File: config.mk
export PLATFORM = sky130hd
export DESIGN_NAME = host_strobe_regif
export DESIGN_NICKNAME = d
export VERILOG_FILES = /design/src/rtl/hsr_pkg.sv /design/src/rtl/hsr_sync.sv /design/src/rtl/hsr_decode.sv /design/src/rtl/hsr_fsm.sv /design/src/rtl/host_strobe_regif.sv
export SDC_FILE = /design/constraint.sdc
export NUM_CORES = 1
export LEC_CHECK = 0
export ABC_AREA = 1
export ABC_CLOCK_PERIOD_IN_PS = 2700
export BUFFER_PORTS_ARGS = -buffer_cell sky130_fd_sc_hd__buf_2
export CAP_MARGIN = 15
export CORE_AREA = 2 2 70 72
export CTS_CLUSTER_DIAMETER = 30
export DETAILED_ROUTE_END_ITERATION = 6
export DIE_AREA = 0 0 72 74
export GPL_TIMING_DRIVEN = 0
export MAX_ROUTING_LAYER = met4
export PLACE_DENSITY_LB_ADDON = 0.15
export SYNTH_ARGS = -nofsm -noshare
export SYNTH_HDL_FRONTEND = slang
export SYNTH_HIERARCHICAL = 1
export SYNTH_SLANG_ARGS = --single-unit
File: constraint.sdc
create_clock -name clk -period 2.7 [get_ports clk]
set_clock_uncertainty 0.05 [all_clocks]
set_input_delay 0.675 -clock clk [delete_from_list [all_inputs] [get_ports clk]]
set_output_delay 0.675 -clock clk [all_outputs]
set_load 0.03 [all_outputs]
File: src/rtl/hsr_pkg.sv
package hsr_pkg;
  typedef enum logic [1:0] {
    ST_IDLE = 2'd0,
    ST_ADDR = 2'd1,
    ST_XFER = 2'd2,
    ST_ACK  = 2'd3
  } hsr_state_e;

  localparam int REG_ADR = 0;
  localparam int REG_CTL = 1;
  localparam int REG_STA = 2;
  localparam int REG_DAT = 3;
endpackage

File: src/rtl/hsr_sync.sv
module hsr_sync #(
  parameter int WIDTH  = 3,
  parameter int STAGES = 2
) (
  input  logic             clk,
  input  logic             rst_n,
  input  logic [WIDTH-1:0] d_i,
  output logic [WIDTH-1:0] q_o
);
  logic [WIDTH-1:0] stg [STAGES];

  for (genvar s = 0; s < STAGES; s++) begin : g_stage
    if (s == 0) begin : g_first
      always_ff @(posedge clk or negedge rst_n) begin
        if (!rst_n) stg[0] <= '0;
        else        stg[0] <= d_i;
      end
    end else begin : g_next
      always_ff @(posedge clk or negedge rst_n) begin
        if (!rst_n) stg[s] <= '0;
        else        stg[s] <= stg[s-1];
      end
    end
  end

  assign q_o = stg[STAGES-1];
endmodule

File: src/rtl/hsr_decode.sv
module hsr_decode #(
  parameter int          ADDR_W    = 24,
  parameter int          SEL_W     = 2,
  parameter logic [23:0] BASE_ADDR = 24'hC0_0100
) (
  input  logic [ADDR_W-1:0] addr_i,
  output logic              hit_o,
  output logic [SEL_W-1:0]  idx_o
);
  localparam int CMP_W = ADDR_W - SEL_W;

  logic [ADDR_W-1:0] base_full;
  assign base_full = ADDR_W'(BASE_ADDR);

  assign hit_o = (addr_i[ADDR_W-1:SEL_W] == base_full[ADDR_W-1:SEL_W]);
  assign idx_o = addr_i[SEL_W-1:0];

  logic [CMP_W-1:0] unused_width_tag;
  assign unused_width_tag = '0;
endmodule

File: src/rtl/hsr_fsm.sv
module hsr_fsm
  import hsr_pkg::*;
(
  input  logic       clk,
  input  logic       rst_n,
  input  logic       as_s,
  input  logic       ds_s,
  input  logic       hit_i,
  output hsr_state_e state_o,
  output logic       dtack_n_o
);
  hsr_state_e state_q, state_d;

  always_comb begin
    state_d = state_q;
    unique case (state_q)
      ST_IDLE: if (as_s) state_d = ST_ADDR;
      ST_ADDR: begin
        if (!as_s || !hit_i) state_d = ST_IDLE;
        else if (ds_s)       state_d = ST_XFER;
      end
      ST_XFER: state_d = ST_ACK;
      ST_ACK:  if (!as_s && !ds_s) state_d = ST_IDLE;
      default: state_d = ST_IDLE;
    endcase
  end

  always_ff @(posedge clk or negedge rst_n) begin
    if (!rst_n) state_q <= ST_IDLE;
    else        state_q <= state_d;
  end

  assign state_o   = state_q;
  assign dtack_n_o = (state_q != ST_ACK);

  AST_NOMATCH_IDLE: assert property (@(posedge clk) disable iff (!rst_n)
    (state_q == ST_ADDR && as_s && !hit_i) |=> (state_q == ST_IDLE));
  AST_WAIT_DS: assert property (@(posedge clk) disable iff (!rst_n)
    (state_q == ST_ADDR && !ds_s) |=> (state_q != ST_XFER));
  AST_ACK_HOLD: assert property (@(posedge clk) disable iff (!rst_n)
    (state_q == ST_ACK && (as_s || ds_s)) |=> (state_q == ST_ACK));
  AST_ABORT_ADDR: assert property (@(posedge clk) disable iff (!rst_n)
    (state_q == ST_ADDR && !as_s) |=> (state_q == ST_IDLE));
endmodule

File: src/rtl/host_strobe_regif.sv
module host_strobe_regif
  import hsr_pkg::*;
#(
  parameter int          ADDR_W    = 24,
  parameter int          DATA_W    = 8,
  parameter int          SEL_W     = 2,
  parameter int          SYNC_LEN  = 2,
  parameter logic [23:0] BASE_ADDR = 24'hC0_0100,
  localparam int         NUM_REGS  = 1 << SEL_W
) (
  input  logic                       clk,
  input  logic                       rst_n,
  input  logic [ADDR_W-1:0]          host_addr_i,
  input  logic [DATA_W-1:0]          host_data_i,
  output logic [DATA_W-1:0]          host_data_o,
  output logic                       host_data_oe_o,
  input  logic                       host_rw_i,
  input  logic                       host_as_n_i,
  input  logic                       host_ds_n_i,
  output logic                       host_dtack_n_o,
  output logic [NUM_REGS-1:0]        reg_sel_o,
  output logic                       reg_wr_o,
  output logic [DATA_W-1:0]          reg_wdata_o,
  input  logic [NUM_REGS*DATA_W-1:0] reg_rdata_i
);
  // reset: asserted asynchronously, released on a clock edge
  logic rst_meta, rst_sync_n;
  always_ff @(posedge clk or negedge rst_n) begin
    if (!rst_n) begin
      rst_meta   <= 1'b0;
      rst_sync_n <= 1'b0;
    end else begin
      rst_meta   <= 1'b1;
      rst_sync_n <= rst_meta;
    end
  end

  // strobe and direction synchronizers, active-high inside
  logic [2:0] ctl_raw, ctl_s;
  assign ctl_raw = {host_rw_i, ~host_ds_n_i, ~host_as_n_i};

  hsr_sync #(.WIDTH(3), .STAGES(SYNC_LEN)) u_sync (
    .clk   (clk),
    .rst_n (rst_sync_n),
    .d_i   (ctl_raw),
    .q_o   (ctl_s)
  );

  logic as_s, ds_s, rw_s;
  assign as_s = ctl_s[0];
  assign ds_s = ctl_s[1];
  assign rw_s = ctl_s[2];

  logic             hit;
  logic [SEL_W-1:0] idx;

  hsr_decode #(.ADDR_W(ADDR_W), .SEL_W(SEL_W), .BASE_ADDR(BASE_ADDR)) u_dec (
    .addr_i (host_addr_i),
    .hit_o  (hit),
    .idx_o  (idx)
  );

  hsr_state_e state;
  hsr_fsm u_fsm (
    .clk       (clk),
    .rst_n     (rst_sync_n),
    .as_s      (as_s),
    .ds_s      (ds_s),
    .hit_i     (hit),
    .state_o   (state),
    .dtack_n_o (host_dtack_n_o)
  );

  logic [NUM_REGS-1:0] sel_d;
  always_comb begin
    sel_d = '0;
    for (int i = 0; i < NUM_REGS; i++) begin
      if (idx == SEL_W'(i)) sel_d[i] = 1'b1;
    end
  end

  logic                xfer_en;
  logic                rw_q, wr_q;
  logic [DATA_W-1:0]   rd_q, wdata_q;
  logic [NUM_REGS-1:0] sel_q;

  assign xfer_en = (state == ST_XFER);

  always_ff @(posedge clk or negedge rst_sync_n) begin
    if (!rst_sync_n) begin
      wr_q <= 1'b0;
    end else begin
      wr_q <= xfer_en && !rw_s;
    end
  end

  always_ff @(posedge clk or negedge rst_sync_n) begin
    if (!rst_sync_n) begin
      rw_q    <= 1'b0;
      rd_q    <= '0;
      wdata_q <= '0;
      sel_q   <= '0;
    end else if (xfer_en) begin
      rw_q    <= rw_s;
      rd_q    <= reg_rdata_i[idx*DATA_W +: DATA_W];
      wdata_q <= host_data_i;
      sel_q   <= sel_d;
    end
  end

  assign host_data_oe_o = (state == ST_ACK) && rw_q;
  assign host_data_o    = host_data_oe_o ? rd_q : '0;
  assign reg_sel_o      = (state == ST_ACK) ? sel_q : '0;
  assign reg_wr_o       = wr_q;
  assign reg_wdata_o    = wdata_q;

  AST_OE_IN_ACK: assert property (@(posedge clk) disable iff (!rst_sync_n)
    host_data_oe_o |-> !host_dtack_n_o);
  AST_WR_NOT_READ: assert property (@(posedge clk) disable iff (!rst_sync_n)
    reg_wr_o |-> !host_data_oe_o);
  AST_WR_SINGLE: assert property (@(posedge clk) disable iff (!rst_sync_n)
    reg_wr_o |=> !reg_wr_o);
  AST_SEL_ONEHOT: assert property (@(posedge clk) disable iff (!rst_sync_n)
    $onehot0(reg_sel_o));
  AST_WR_HAS_SEL: assert property (@(posedge clk) disable iff (!rst_sync_n)
    reg_wr_o |-> ($countones(reg_sel_o) == 1));
endmodule

### After elaboration in Yosys (flattened, before gate mapping)

Index checks and enable logic that the tools add are counted.

* equality and inequality tests: 11
* shift operators: 1
* bitwise logic cells: 2
* muxes and demuxes: 11
* reductions and logical operators: 11

Operators with widths (count)
* indexed part select 32 x 6 -> 8 bit: 1
* == test 22 bit (second input constant): 1
* == test 2 bit (second input constant): 4
* 2-to-1 mux 2 bit: 4
* 2-to-1 mux 8 bit: 1
* one-hot mux 2 bit (4 select lines): 1
* == test 2 x 1 -> 1 bit (second input constant): 2
* logical NOT 1 bit: 4
* logical NOT 2 bit: 2
* 2-to-1 mux 1 bit: 4
* 2-to-1 mux 4 bit: 1
* != test 2 bit (second input constant): 2
* logical AND 1 bit: 3
* != test 3 x 2 -> 1 bit (second input constant): 1
* AND reduction 3 bit: 1
* != test 2 x 1 -> 1 bit (second input constant): 1
* NOT 1 bit: 2
* logical OR 1 bit: 1

* output and inout port bits: 23
* register bits after elaboration: 32
* bits of input ports: 69
* word-level logic and storage cells: 46

### Depth between registers and ports, before layout

* word-level depth: 5
* mapped depth: 10
* depth with buffers taken out: 10

### By module

The synthesis kept the hierarchy.

By module, submodules not included
* host_strobe_regif: instances 1, cells an instance 197, area an instance 1388.8 µm², sequential area each 600.6 µm²
* hsr_sync: instances 1, cells an instance 9, area an instance 172.7 µm², sequential area each 150.1 µm²
* hsr_fsm: instances 1, cells an instance 20, area an instance 130.1 µm², sequential area each 50.0 µm²
* hsr_decode: instances 1, cells an instance 23, area an instance 101.3 µm², sequential area each 0.0 µm²

### Worst setup path after synthesis

No wires, ideal clock.

* kind: flip-flop to output port
* from: reg u_fsm.state_q[0] (netlist: u_fsm/state_o[0])
* to: out host_data_o[0]
* data required time: 1.975 ns
* buffers on the path: 0
* stages on the path, launching flop included: 3
* path slack: 0.860 ns
* data arrival time: 1.115 ns
* path through: dfrtp_1 nand3_2 nor2_1

* word-level cells in the longest chain between the ends: 3

RTL lines
* from (decl): line hsr_fsm.sv:12 `hsr_state_e state_q, state_d;`
* from (signal assigned): line hsr_fsm.sv:30 `else state_q <= state_d;`
* == test 2 bit: line host_strobe_regif.sv:111 `assign host_data_oe_o = (state == ST_ACK) && rw_q;`
* logical AND 1 bit: line host_strobe_regif.sv:111
* 2-to-1 mux 8 bit: line host_strobe_regif.sv:112 `assign host_data_o = host_data_oe_o ? rd_q : '0;`
* to (decl): line host_strobe_regif.sv:15 `output logic [DATA_W-1:0] host_data_o,`

Every way passes these cells.

### Worst setup path after layout

* from: reg u_fsm.state_q[0] (netlist: u_fsm/state_o[0])
* to: out host_data_o[2]

The elaborated chain is that of the path after synthesis.

==> metrics.txt <==
total CTS buffers=5; CTS max path bufs=2; RSZ-0062 raised after global routing=false; per-cell routed wire length=9.76 um; Netlist cell types=23; final critical-path share of the clock period=80.9%; pin count of the biggest net entering global routing=23; clock latency on the worst-skew pair=0.28 ns; Switch Pwr=0.246 mW; Die Height=74 um; Post-Syn Area=1790 um2; Reg power frac=46.0%; startpoint type of the worst setup path=flop; Logic pwr share=11.9%; Sw Share=22.9%; CP Data Required Time=1.98 ns; Slew Viols, Final=0; PwrDens=439 nW/um2; placement row count=25; layout cell share with drive strength beyond 1=36.3%; Critical Setup Path Class=reg -> out; worst setup margin=0.516 ns; layout overhead on the synthesized area=36.4%; initial antenna violation count=0; final setup fails=0; CP Capture Type=primary output; #FFs+latches synth=32; worst setup path endpoint=host_data_o[2]; worst slack, placed=0.832 ns; Setup TNS=0 ns; H-tree Lvls=2; R2R Setup Slk=1.45 ns; Core Footprint=4600 um2; Mapped Nets=318; Initial Utilization=39.0%; cell internal pwr=0.827 mW; CP Launch Point=u_fsm/state_o[0]; Max Clock Freq=0.458 GHz; Clk pwr share=42.1%; Mapped Avg Cell Area=7.20 um2; clock tree root buffer cell=clkbuf_8; Yosys top cell by area=dfrtp_1; Routed Antenna Nets=0; post-cts resize count=0; crit path DAT=1.46 ns; Die W=72 um; LEAKAGE=1.49 nW; Synth Warn #=6; Fillers=468; Routed Wire Length=3.91 mm; Cells after Synth=249; status=complete, no violations; max-cap viol count=0; TritonCTS clock tree=yes; grt total ovfl=0; Clock Pin Slew Worst Setup and Hold Paths=0.07 ns; WHS=0.117 ns; Post-CTS Setup Bufs=0; # hold bufs at CTS=0; DPL Wire Length=3.06 mm; Buffers on Ports=89; Die ar.=5330 um2; reg2reg path depth=6; DR vias/cell=4.40; ant diodes=0; I/O pins=92; initial DRC count=57; DRC Markers=0; worst vdd ir=0.000272 V; NumNets Final=415; worst r2r dst=reg_wdata_o[1]; global-route wire length before repair=6.75 mm; placer congestion estimate=0.753; Seq/Total Area, Yosys=44.7%; CTS Sinks=32; Vias=1764; Hold Vio Cnt, Final=0; number of global-route vias before repair=1644; top-area cell type share of the netlist area=44.7%; min cycle time layout=2.18 ns; largest cells by area after synthesis=dfrtp_1, nand2_1, nor2_1; 1st-pass router iterations=5; Crit Path Max Fanout=9; worst hold path type=in -> async; GRT Resource Usage Total=16.5%
## cell families (layout without fill, tap and decap cells)
family	after synthesis	in the layout	share of synthesized area (%)
buf+inv	38	136	13.8
compound gates	6	6	1.81
simple gates	172	172	39.5
other cells	1	1	0.209
flops	32	32	44.7
## metal layers
layer	track usage (%)	up-vias	part of all wire (%)
met2	29.4	67	48
met3	4.61	4	7.9
li1	-	934	-
met1	18.3	759	43
met4	4.40	0	0.54
met5	-	-	0
## how the worst min path moves through the flow
stage	slack (ns)	cells after the start	to
floorplan	0.28	0	rst_sync_n
global placement	0.28	0	u_sync/q_o[0]
detailed placement	0.16	0	rd_q[4]
CTS	0.11	1	rst_meta
global route	0.10	1	rst_sync_n
finish	0.12	1	rst_sync_n
## power groups by stage
stage	logic, mW	registers (mW)	clock network (mW)
5_1_grt	0.147	0.495	0.484
3_3_place_gp	0.118	0.508	0
4_1_cts	0.130	0.494	0.466
6_report	0.128	0.494	0.451
3_5_place_dp	0.130	0.503	0
2_1_floorplan	0.0621	0.505	0
## final cells by class
cell class / instances / area, um2 / area share, %
timing repair buffer: 90 / 473 / 19.3
clock buffer: 5 / 68.8 / 2.81
inverter: 26 / 110 / 4.50
clock inverter: 3 / 42.5 / 1.74
tap: 54 / 67.6 / 2.76
buffer: 12 / 138 / 5.63
multi-input combinational: 179 / 744 / 30.5
sequential: 32 / 801 / 32.8
## critical path, cell delays in order (launching register included)
cell and delay, ns:
dfrtp_1 0.54, nand3_2 0.25, nor2_1 0.17, buf_2 0.22
## synth_stat cells (all sizes together)
cell type	n
buf	11
nor2	29
o31ai	1
nand2	134
o21ai	5
conb	1
clkbuf	1
nand4	2
inv	25
dfrtp	32
nand3	7
clkinv	1
## cell usage in the layout (no fill, tap or decap), types with 2 or more instances in the layout
master    count
buf_4         5
buf_8         2
nor2_1       25
nand2_2       8
nor2_2        3
buf_2        89
buf_12        2
o21ai_1       4
nand2_1     126
buf_6         2
clkbuf_8      5
inv_1        22
nand4_1       2
dfrtp_1      32
nand3_1       6
## metrics by stage
step	total power, mW	utilization, %	std cells	cell area [um2]
6_report	1.07	53.2	401	2440
5_1_grt	1.13	53.2	401	2440
4_1_cts	1.09	53.2	401	2440
3_5_place_dp	0.633	50.7	393	2330
3_3_place_gp	0.627	50.1	392	2310
2_1_floorplan	0.567	-	249	1790
## registers in the layout (all words and copies together), names as in the netlist, named ones only
register       cells
rd_q               8
reg_wdata_o        8
reg_wr_o           1
rst_meta           1
rst_sync_n         1
rw_q               1
sel_q              4
u_fsm/state_o      1
u_sync/q_o         3
u_sync/stg         3
Note: power is estimated with default switching activity, not from simulation.
